--- config.mk ---
export PLATFORM = sky130hd
export DESIGN_NAME = eprog_bus_if
export DESIGN_NICKNAME = d
export VERILOG_FILES = /design/src/rtl/eprog_pkg.sv /design/src/rtl/eprog_window_decode.sv /design/src/rtl/eprog_phase_seq.sv /design/src/rtl/eprog_bus_if.sv
export SDC_FILE = /design/constraint.sdc
export NUM_CORES = 1
export LEC_CHECK = 0
export BUFFER_PORTS_ARGS = -buffer_cell sky130_fd_sc_hd__buf_2
export CAP_MARGIN = 20
export CORE_AREA = 4 4 69 71
export DETAILED_ROUTE_END_ITERATION = 10
export DIE_AREA = 0 0 73 75
export PLACE_DENSITY = 0.85
export SYNTH_ARGS = -nofsm -noshare
export SYNTH_HDL_FRONTEND = slang
export SYNTH_SLANG_ARGS = --single-unit
--- constraint.sdc ---
create_clock -name clk -period 1.53 [get_ports clk]
set_input_delay 0.0765 -clock clk [delete_from_list [all_inputs] [get_ports clk]]
set_output_delay 0.0765 -clock clk [all_outputs]
set_load 0.05 [all_outputs]
--- src/rtl/eprog_pkg.sv ---
package eprog_pkg;

    localparam int BUS_AW   = 16;
    localparam int DW       = 8;
    localparam int SOCK_CNT = 8;
    localparam int SOCK_AW  = 10;
    localparam int SOCK_IW  = $clog2(SOCK_CNT);
    localparam int WIN_AW   = SOCK_AW + SOCK_IW;
    localparam int BASE_W   = BUS_AW - WIN_AW;

    typedef enum logic [1:0] {
        PH_IDLE  = 2'd0,
        PH_SETUP = 2'd1,
        PH_PULSE = 2'd2,
        PH_HOLD  = 2'd3
    } phase_t;

    typedef struct packed {
        logic [SOCK_IW-1:0] sock;
        logic [SOCK_AW-1:0] off;
        logic [DW-1:0]      data;
        logic               hv_ok;
    } prog_req_t;

    function automatic logic [SOCK_CNT-1:0] sock_onehot(input logic [SOCK_IW-1:0] s);
        logic [SOCK_CNT-1:0] r;
        r = '0;
        r[s] = 1'b1;
        return r;
    endfunction

endpackage

--- src/rtl/eprog_window_decode.sv ---
module eprog_window_decode
    import eprog_pkg::*;
(
    input  logic [BUS_AW-1:0]  addr,
    input  logic [BASE_W-1:0]  base,
    output logic               hit,
    output logic [SOCK_IW-1:0] sock,
    output logic [SOCK_AW-1:0] off
);
    always_comb begin
        hit  = (addr[BUS_AW-1 -: BASE_W] == base);
        sock = addr[WIN_AW-1:SOCK_AW];
        off  = addr[SOCK_AW-1:0];
    end
endmodule

--- src/rtl/eprog_phase_seq.sv ---
module eprog_phase_seq
    import eprog_pkg::*;
#(
    parameter int SETUP_CYC = 4,
    parameter int PULSE_CYC = 16,
    parameter int HOLD_CYC  = 3
) (
    input  logic   clk,
    input  logic   rst,
    input  logic   start,
    output phase_t phase
);
    localparam int MAX_A   = (SETUP_CYC > PULSE_CYC) ? SETUP_CYC : PULSE_CYC;
    localparam int MAX_CYC = (MAX_A > HOLD_CYC) ? MAX_A : HOLD_CYC;
    localparam int CNT_W   = $clog2(MAX_CYC + 1);

    logic [CNT_W-1:0] cnt;

    always_ff @(posedge clk) begin
        if (rst) begin
            phase <= PH_IDLE;
            cnt   <= '0;
        end else begin
            case (phase)
                PH_IDLE: begin
                    cnt <= '0;
                    if (start) phase <= PH_SETUP;
                end
                PH_SETUP: begin
                    if (cnt == CNT_W'(SETUP_CYC - 1)) begin
                        phase <= PH_PULSE;
                        cnt   <= '0;
                    end else cnt <= cnt + 1'b1;
                end
                PH_PULSE: begin
                    if (cnt == CNT_W'(PULSE_CYC - 1)) begin
                        phase <= PH_HOLD;
                        cnt   <= '0;
                    end else cnt <= cnt + 1'b1;
                end
                default: begin
                    if (cnt == CNT_W'(HOLD_CYC - 1)) begin
                        phase <= PH_IDLE;
                        cnt   <= '0;
                    end else cnt <= cnt + 1'b1;
                end
            endcase
        end
    end

    // the pulse phase is entered only from setup
    assert_pulse_after_setup_R5: assert property (@(posedge clk) disable iff (rst)
        (phase == PH_PULSE && $past(phase) != PH_PULSE) |-> $past(phase) == PH_SETUP);

    // leaving the busy phases only happens from hold
    assert_idle_after_hold_R3: assert property (@(posedge clk) disable iff (rst)
        (phase == PH_IDLE && $past(phase) != PH_IDLE) |-> $past(phase) == PH_HOLD);

endmodule

--- src/rtl/eprog_bus_if.sv ---
module eprog_bus_if
    import eprog_pkg::*;
#(
    parameter int SETUP_CYC = 4,
    parameter int PULSE_CYC = 16,
    parameter int HOLD_CYC  = 3
) (
    input  logic                clk,
    input  logic                rst,
    input  logic [BASE_W-1:0]   base_sel,
    input  logic [BUS_AW-1:0]   bus_addr,
    input  logic [DW-1:0]       bus_wdata,
    input  logic                bus_rd,
    input  logic                bus_wr,
    input  logic                prog_sw,
    input  logic [DW-1:0]       eprom_rdata,
    output logic [DW-1:0]       bus_rdata,
    output logic                bus_ready,
    output logic [SOCK_CNT-1:0] sock_sel,
    output logic [SOCK_AW-1:0]  eprom_addr,
    output logic [DW-1:0]       eprom_wdata,
    output logic                hv_sel_en,
    output logic                prog_pulse
);
    logic               hit;
    logic [SOCK_IW-1:0] dec_sock;
    logic [SOCK_AW-1:0] dec_off;
    phase_t             phase;
    prog_req_t          req_q;
    logic               idle, rd_hit, wr_hit, start;

    eprog_window_decode u_dec (
        .addr (bus_addr),
        .base (base_sel),
        .hit  (hit),
        .sock (dec_sock),
        .off  (dec_off)
    );

    eprog_phase_seq #(
        .SETUP_CYC (SETUP_CYC),
        .PULSE_CYC (PULSE_CYC),
        .HOLD_CYC  (HOLD_CYC)
    ) u_seq (
        .clk   (clk),
        .rst   (rst),
        .start (start),
        .phase (phase)
    );

    always_comb begin
        idle   = (phase == PH_IDLE);
        rd_hit = bus_rd && hit;
        wr_hit = bus_wr && hit;
        start  = idle && wr_hit;
    end

    always_ff @(posedge clk) begin
        if (rst) begin
            req_q <= '0;
        end else if (start) begin
            req_q.sock  <= dec_sock;
            req_q.off   <= dec_off;
            req_q.data  <= bus_wdata;
            req_q.hv_ok <= prog_sw;
        end
    end

    always_comb begin
        bus_ready   = idle && !wr_hit;
        bus_rdata   = (idle && rd_hit) ? eprom_rdata : '0;
        eprom_wdata = req_q.data;
        hv_sel_en   = !idle && req_q.hv_ok;
        prog_pulse  = (phase == PH_PULSE) && req_q.hv_ok;
        if (idle) begin
            sock_sel   = (rd_hit || wr_hit) ? sock_onehot(dec_sock) : '0;
            eprom_addr = dec_off;
        end else begin
            sock_sel   = sock_onehot(req_q.sock);
            eprom_addr = req_q.off;
        end
    end

    // pulse only while the high-voltage select is up
    assert_pulse_under_hv_R5: assert property (@(posedge clk) disable iff (rst)
        prog_pulse |-> hv_sel_en);

    // high-voltage select leads the pulse
    assert_hv_leads_pulse_R4: assert property (@(posedge clk) disable iff (rst)
        $rose(prog_pulse) |-> $past(hv_sel_en));

    // no ready while a cycle runs
    assert_busy_not_ready_R3: assert property (@(posedge clk) disable iff (rst)
        (phase != PH_IDLE) |-> !bus_ready);

    // at most one socket selected
    assert_one_socket_R1: assert property (@(posedge clk) disable iff (rst)
        $onehot0(sock_sel));

    // captured target stays frozen through a cycle
    assert_target_frozen_R8: assert property (@(posedge clk) disable iff (rst)
        (phase != PH_IDLE && $past(phase) != PH_IDLE) |-> ($stable(eprom_addr) && $stable(sock_sel)));

endmodule

==> impl_metrics.toml, run 1 <==
[clock_network]
cts_sinks = 29
numCtsBuffers = 5
path_clk_slew_ns = 0.07
cts_max_level = 2
clock_latency_ns = 0.29
clk_root_buffer_cell = "clkbuf_8"
cts_tree = "yes"
ctsLongestPathBuffers = 2

[finish]
fin_cells = 366
final_common_cell = "buf_2"
layout.nets = 361
syn_to_final_growth_pct = 76.5
layout_common_cells = "buf_2, buf_4, o21ai_0, dfxtp_1, nand3_1"
drive_gt1_frac = 0.611
final_core_util = 0.711
final_area_sq_um = 3010
diodes = 0

[synthesis]
syn_avg_cell_area_sq_um = 8.04
yosysWarnings = 0
syn_nets = 260
synth_edf_count = 0
synth_seq_cells = 29
synth_top_flop_cell = "dfxtp_1"
synth.lib_cells_used.distinct = 34
synthArstFlopShare = 0
seq_area_frac_synth = 0.340
syn_area_sq_um = 1710
syn-instance-count = 212

[placement]
placed_cells = 346
portBuffers = 76
post_dp_cell_area_sq_um = 2400
hpwl_mm = 3.74
post-place-ws_ns = -0.202
gp_congestion = 0.841

[route]
wl_mm = 6.42
dr.first_iter.drc_count = 113
dr.pass1.iters = 4
drc_errors = 0
drt-wirelength-per-cell_um = 17.5
vias_per_cell = 5.54
ant_nets = 0
routed-via-count = 2026

[grt]
grt_pass1_wl_mm = 9.62
grt_pass1_vias = 2015
grt_max_degree = 23
grt_util_all_layers = 0.228
antenna_found_initial = 0
overflow = 0

[power_and_ir_drop]
power_mw = 3.98
power_frac_comb = 0.623
clkPwrFrac = 0.162
intPower_mw = 2.20
p_sw_mw = 1.78
p_per_area_nw_per_um2 = 1320
switching_share = 0.448
leakagePower_nw = 1.23
ir_drop_v = 0.000994
seqPwrFrac = 0.215

[critical_path]
end_kind = "primary output"
start_kind = "register"
worst-r2r-setup-slack_ns = -0.32
cpMaxStageDelayCell = "dfxtp_2"
path_cells = "inv_2, ha_4, and4_4, nand3b_1, buf_4, o22ai_2, buf_6"
critPathMaxStageDelay_ns = 0.33
worstReg2RegEnd = "u_seq.phase[1]"
critical_path_class = "register to primary output"
worst-r2r-cell-count = 8
worstPathRequired_ns = 1.45
crit_arrival_ns = 1.81
cp_max_fo = 6
reg2reg_from = "u_seq.cnt[0]"

[job]
maxCapViolCount = 0

[sta]
final_hold_viol_count = 0
fin_crit_sh = 1.23
fin_crit_ns = 1.89
worst_clock_skew_ns = 0.00662
layout_setup_ws_ns = -0.359
rsz0062_at_grt = "yes"
fmax_mhz = 529
max_slew_margin = 0.613
setup_violations = 34
worstMarginPinSlew_ns = 0.580
drv_slew = 0

[floorplan]
pin_count = 77
rows = 24
die-area_sq_um = 5480
core_area_sq_um = 4230
start_util = 0.403
die_h_um = 75
die_x_um = 73

[status]
violations = "negative setup slack"
status = "finished with violations"

[worst_hold_path]
min_to = "eprom_wdata[5]"
hold_depth = 3
holdCritStartpoint = "bus_wdata[5]"
worstHoldPathType = "input port to register"
critical path, delay by kind of cell (launching register included):
kind	cells	cell delay (ns)
buffers and inverters	3	0.48
and+or+nand+nor	2	0.46
AOI/OAI and AO/OA	1	0.09
adders and majority gates	1	0.17
DFF	1	0.33
sequential cells by signal (all words and copies together), names as in the netlist:
register,count
eprom_wdata,8
req_q,14
u_seq.cnt,5
u_seq.phase,2
cell families after synthesis:
logic type               share of synthesized area
AND/OR/NAND/NOR                              0.218
AO/OA/AOI/OAI                                0.197
buffers and inverters                       0.0946
flip-flops                                   0.340
multiplexers                                0.0660
adder cells (fa/ha/maj)                     0.0587
XOR/XNOR                                    0.0257
worst max path at each step:
stage / slack, ns / to / start
global placement: -0.13 / u_seq.phase[1] / u_seq.cnt[0]
detailed placement: -0.20 / u_seq.phase[1] / u_seq.cnt[0]
finish: -0.36 / sock_sel[5] / u_seq.phase[1]
floorplan: -0.26 / sock_sel[1] / u_seq.phase[1]
CTS: -0.28 / sock_sel[3] / u_seq.phase[0]
global route: -0.42 / sock_sel[3] / u_seq.phase[1]
synth_stat cells, drive strengths merged (2+ instances only):
cell type	count	area (sq um)
a21oi	25	125
and3	8	50.1
buf	12	78.8
clkbuf	12	45.0
dfxtp	29	581
ha	8	100
inv	10	37.5
mux2	10	113
nand2	4	15.0
nand2b	4	25.0
nand3	24	120
nand3b	2	15.0
nor2	6	22.5
nor2b	2	12.5
nor4b	2	30.0
o21ai	24	120
o22ai	7	43.8
o31ai	3	22.5
or3	4	25.0
xnor2	4	35.0
power groups by stage:
stage | Sequential (mW) | Clock, mW | Combinational, mW
after floorplan | 0.863 | 0 | 1.29
after global placement | 0.854 | 0 | 1.74
after detailed placement | 0.858 | 0 | 1.77
after CTS | 0.847 | 0.645 | 2.16
after global routing | 0.860 | 0.687 | 2.61
final | 0.855 | 0.644 | 2.48
final cells by class:
cell class | count | area, sq um
multi-input cells | 149 | 1310
fillers | 284 | 1220
repair buffers | 118 | 920
flip-flops and latches | 29 | 591
clock buffers | 5 | 68.8
well taps | 52 | 65.1
inverters | 10 | 42.5
clock inverters | 3 | 17.5
stage by stage:
| stage | setup TNS (ns) | hold slack [ns] |
|---|---|---|
| floorplan | -2.51 | 0.224 |
| global placement | -0.704 | 0.328 |
| detailed placement | -1.21 | 0.336 |
| CTS | -4.33 | 0.0249 |
| global route | -8.10 | 0.0402 |
| finish | -6.33 | 0.0250 |
metal layers:
metal,vias to the layer above,share of wire,wire length (um),track usage
li1,953,-,-,-
met1,973,0.38,2440,0.243
met2,79,0.53,3390,0.426
met3,21,0.057,366,0.0521
met4,0,0.034,217,0.105
met5,-,0,0,0
repair_timing:
| item | 4_1_cts | 5_1_grt |
|---|---|---|
| hold buffers | 0 | 0 |
| setup buffers | 10 | 10 |
| pin swaps | 14 | 19 |
| cloned | 0 | 0 |
| setup endpoints to repair | 36 | 54 |
| gates resized for setup | 80 | 34 |
Power figures use the tool's default switching activity.
==> run 2, diff against run 1 <==
==> constraint.sdc (replaced) <==
create_clock -name clk -period 1.53 [get_ports clk]
set_input_delay 0.153 -clock clk [delete_from_list [all_inputs] [get_ports clk]]
set_output_delay 0.153 -clock clk [all_outputs]
set_load 0.05 [all_outputs]
==> run 2 against run 1 <==
  * The run still ends with negative setup slack left
  * Combinational power grew 21%
  * Clock skew grew 0.0011 ns
  * Sequential share of layout area shrank 2.8 points
  * Power grew 21%
  * Non-clock buffer count grew 16
  * Hold slack gained 0.085 ns
  * Critical endpoint is now sock_sel[0]
  * Largest power group unchanged
==> impl_metrics.toml, run 2 (synthesis results as in run 1) <==
[sta]
fin_crit_ns = 2.00
worstMarginPinSlew_ns = 0.394
max_slew_margin = 0.737
drv_slew = 0
final_hold_viol_count = 0
fin_crit_sh = 1.31
setup_violations = 55
layout_setup_ws_ns = -0.467
fmax_mhz = 501
rsz0062_at_grt = "yes"
worst_clock_skew_ns = 0.00776

[critical_path]
worst-r2r-cell-count = 11
crit_family = "simple AND/OR/NAND/NOR gates"
crit_arrival_ns = 1.84
startpoint = "u_seq.phase[1]"
critPathMaxStageDelay_ns = 0.40
worstReg2RegEnd = "eprom_wdata[6]"
cp.depth = 6
path_cells = "inv_2, ha_4, or2_2, or3_4, o21ai_4, buf_6"
cp_max_fo = 6
worstPathRequired_ns = 1.38
start_kind = "register"
cpMaxStageDelayCell = "or3_4"
path_buf_inv = 2
crit_end = "sock_sel[0]"
end_kind = "primary output"
reg2reg_from = "u_seq.phase[1]"
worst-r2r-setup-slack_ns = -0.31
critical_path_class = "register to primary output"

[worst_hold_path]
worstHoldPathType = "input port to register"

[grt]
grt_pass1_wl_mm = 11.0
grt_pass1_vias = 2170
antenna_found_initial = 0
grt_util_all_layers = 0.260
overflow = 0
grt_max_degree = 23

[route]
drt-wirelength-per-cell_um = 21.9
routed-via-count = 2235
wl_mm = 8.38
drc_errors = 0
dr.first_iter.drc_count = 129
dr.pass1.iters = 4
ant_nets = 0
vias_per_cell = 5.85

[finish]
regMostFlops = "req_q"
final_area_sq_um = 3500
drive_gt1_frac = 0.745
largest_reg_flops = 14
layout.nets = 377
syn_to_final_growth_pct = 105
layout_common_cells = "buf_2, buf_4, buf_6"
fin_cells = 382
final_common_cell = "buf_2"
fillers = 211
diodes = 0

[clock_network]
cts_tree = "yes"
clk_root_buffer_cell = "clkbuf_8"
path_clk_slew_ns = 0.07
cts_sinks = 29
numCtsBuffers = 5
cts_max_level = 2
clock_latency_ns = 0.29
ctsLongestPathBuffers = 2

[floorplan]
rows = 24
pin_count = 77
die-area_sq_um = 5480
start_util = 0.403
die_x_um = 73
die_h_um = 75
core_area_sq_um = 4230

[power_and_ir_drop]
p_per_area_nw_per_um2 = 1380
ir_drop_v = 0.00118
leakagePower_nw = 1.37

[placement]
hpwl_mm = 3.85
placed_cells = 353
post_dp_cell_area_sq_um = 2470
portBuffers = 76
gp_congestion = 0.912

[status]
status = "finished with violations"
violations = "negative setup slack"

[job]
maxCapViolCount = 0
[run 2: worst reg2reg max path: stages, from the launching register on]
cell,delay [ns]
dfxtp_2,0.34
inv_2,0.08
ha_4,0.17
and4_4,0.22
buf_4,0.11
buf_6,0.11
buf_6,0.12
buf_8,0.14
buf_12,0.11
buf_12,0.12
nand3_4,0.08
a21oi_2,0.17
[run 2: routing by layer]
layer  wire (um)  track usage
met1        3190        0.319
met2        4230        0.452
met3         628       0.0587
met4         334       0.0779
met5           0            0
[run 2: how the worst min path moves through the flow]
| stage | startpoint | end | slack (ns) | cells past startpoint |
|---|---|---|---|---|
| floorplan | bus_wdata[0] | eprom_wdata[0] | 0.30 | 2 |
| global placement | bus_wdata[7] | eprom_wdata[7] | 0.41 | 3 |
| detailed placement | bus_wdata[1] | eprom_wdata[1] | 0.42 | 3 |
| CTS | bus_addr[1] | req_q[10] | 0.11 | 3 |
| global route | bus_addr[7] | req_q[16] | 0.12 | 3 |
| finish | bus_wdata[4] | eprom_wdata[4] | 0.11 | 3 |
[run 2: repair_timing]
| action | CTS | global route |
|---|---|---|
| setup buffers | 12 | 10 |
| endpoints found under the setup margin | 53 | 57 |
| gates cloned | 2 | 1 |
| gates resized for setup | 123 | 46 |
| pin swaps | 17 | 27 |
| hold buffers | 0 | 0 |
[run 2: power by group]
| group | internal (mW) | switching, mW | leakage (nW) |
|---|---|---|---|
| combinational | 1.36 | 1.63 | 1.07 |
| clock | 0.647 | 0.332 | 0.0681 |
| sequential | 0.814 | 0.0428 | 0.238 |
[run 2: cell type report]
cell class	instances	area, sq um	share of cell area
tap	52	65.1	0.0186
sequential	29	589	0.168
timing repair buffer	134	1190	0.340
inverter	10	40.0	0.0114
clock inverter	3	65.1	0.0186
multi-input combinational	149	1480	0.424
clock buffer	5	68.8	0.0197
[run 2: per-stage QoR]
stage / hold WS (ns) / total power [mW] / util / TNS [ns] / setup WS (ns)
detailed placement: 0.416 / 2.68 / 0.584 / -4.37 / -0.267
global placement: 0.406 / 2.64 / 0.584 / -2.64 / -0.208
floorplan: 0.301 / 2.15 / - / -4.79 / -0.335
finish: 0.110 / 4.83 / 0.827 / -15.23 / -0.467
global route: 0.118 / 4.95 / 0.827 / -16.94 / -0.507
CTS: 0.114 / 4.37 / 0.762 / -9.77 / -0.367
==> run 3, diff against run 2 <==
- MAX_ROUTING_LAYER: default -> met4
- SKIP_CTS_REPAIR_TIMING: default -> 1
==> run 3 against run 2 <==
  * The flow still finishes with violations (negative setup slack)
  * Count of clock-buffer cells in the layout unchanged
  * Cell area decreased by 9.8%
  * Via count decreased by 5.4%
  * Power decreased by 12%
  * Clock power about the same
  * Routed wire length decreased by 19%
  * Die area unchanged
  * Global-route usage decreased by 5.8 points
  * Critical path depth increased by 2
  * Critical path type unchanged
  * Flip-flop and latch count unchanged
  * First-iteration DRC count decreased by 19%
==> impl_metrics.toml, run 3 (synthesis results as in run 1) <==
[critical_path]
worst-r2r-setup-slack_ns = -0.22
path_cells = "inv_2, ha_4, and4_4, buf_4, buf_8, buf_8, and3_4, buf_8"
startpoint = "u_seq.phase[0]"
path_buf_inv = 5
reg2reg_from = "u_seq.cnt[0]"
critical_path_class = "register to primary output"
crit_arrival_ns = 1.79
cp_max_fo = 7
path_common_cell = "buf_8"
end_kind = "primary output"
start_kind = "register"
critPathMaxStageDelay_ns = 0.33
worst-r2r-cell-count = 7
crit_family = "buffers and inverters"
worstPathRequired_ns = 1.38
worstReg2RegEnd = "u_seq.phase[1]"
cpMaxStageDelayCell = "dfxtp_2"

[route]
dr.first_iter.drc_count = 104
wl_mm = 6.83
dr.pass1.iters = 4
vias_per_cell = 5.69
routed-via-count = 2115
ant_nets = 0
drt-wirelength-per-cell_um = 18.3
drc_errors = 0

[finish]
syn_to_final_growth_pct = 85.1
final_common_cell = "buf_2"
layout.nets = 367
drive_gt1_frac = 0.659
regMostFlops = "req_q"
fillers = 270
largest_reg_flops = 14
diodes = 0
layout_common_cells = "buf_2, buf_4, o21ai_0, dfxtp_1"

[sta]
worstMarginPinSlew_ns = 0.362
rsz0062_at_grt = "yes"
fin_crit_sh = 1.27
holdWs_ns = 0.105
fmax_mhz = 515
max_slew_margin = 0.757
worst_clock_skew_ns = 0.00701
setup_violations = 51
layout_setup_ws_ns = -0.412
final_hold_viol_count = 0
fin_crit_ns = 1.94
drv_slew = 0

[clock_network]
cts_tree = "yes"
clock_latency_ns = 0.29
cts_sinks = 29
path_clk_slew_ns = 0.07
clk_root_buffer_cell = "clkbuf_8"
ctsLongestPathBuffers = 2
cts_max_level = 2
numCtsBuffers = 5

[status]
status = "finished with violations"
violations = "negative setup slack"

[placement]
hpwl_mm = 3.85
post-place-ws_ns = -0.267
gp_congestion = 0.928
portBuffers = 76

[power_and_ir_drop]
leakagePower_nw = 1.28
ir_drop_v = 0.00108
p_per_area_nw_per_um2 = 1350

[grt]
grt_max_degree = 23
grt-busiest-layer = "met2"
overflow = 0
use_met3 = 0.0427
grt_pass1_vias = 1892
grt_util_met1 = 0.233
grt_util_all_layers = 0.201
antenna_found_initial = 0
grt_pass1_wl_mm = 8.54
grt_use_met2 = 0.345

[job]
maxCapViolCount = 0

[worst_hold_path]
holdCritStartpoint = "bus_wdata[2]"
min_to = "eprom_wdata[2]"
hold_depth = 3
worstHoldPathType = "input port to register"

[floorplan]
start_util = 0.403
die-area_sq_um = 5480
rows = 24
pin_count = 77
die_h_um = 75
core_area_sq_um = 4230
die_x_um = 73
run 3: changes by cell type in the layout (fill, tap and decap cells not counted), sizes merged:
cell    before  now
buf        133  121
clkbuf       6    8
run 3: power breakdown:
| part | internal, mW | switching, mW | leakage, nW |
|---|---|---|---|
| Combinational | 1.01 | 1.43 | 0.970 |
| Clock | 0.647 | 0.329 | 0.0681 |
| Sequential | 0.814 | 0.0392 | 0.238 |
run 3: how the worst max path moves through the flow:
stage / end / cells past startpoint
finish: bus_rdata[7] / 8
detailed placement: sock_sel[0] / 8
floorplan: sock_sel[1] / 7
global route: sock_sel[5] / 7
CTS: sock_sel[0] / 7
global placement: sock_sel[0] / 8
run 3: per-layer routing:
| metal | wire length, um | vias to the layer above |
|---|---|---|
| li1 | - | 968 |
| met4 | 198 | 0 |
| met1 | 2710 | 1033 |
| met5 | 0 | - |
| met2 | 3440 | 93 |
| met3 | 470 | 21 |
run 3: layout make-up:
cell class	count	area, sq um	area share
well taps	52	65.1	0.0206
clock inverters	3	65.1	0.0206
multi-input cells	149	1340	0.425
flip-flops and latches	29	589	0.187
repair buffers	124	986	0.312
clock buffers	5	68.8	0.0218
inverters	10	40.0	0.0127
run 3: metrics by stage:
stage	utilization	setup TNS [ns]	cell area, sq um	instances	power [mW]
floorplan	-	-4.79	1870	212	2.15
global placement	0.584	-2.64	2470	353	2.64
detailed placement	0.584	-4.37	2470	353	2.68
CTS	0.616	-10.66	2610	361	3.64
global route	0.746	-13.33	3160	372	4.43
finish	0.746	-9.59	3160	372	4.27
run 3: tightest hold or removal path: stages:
cell and delay, ns:
buf_2 0.10, nand3_2 0.05, a21oi_2 0.04
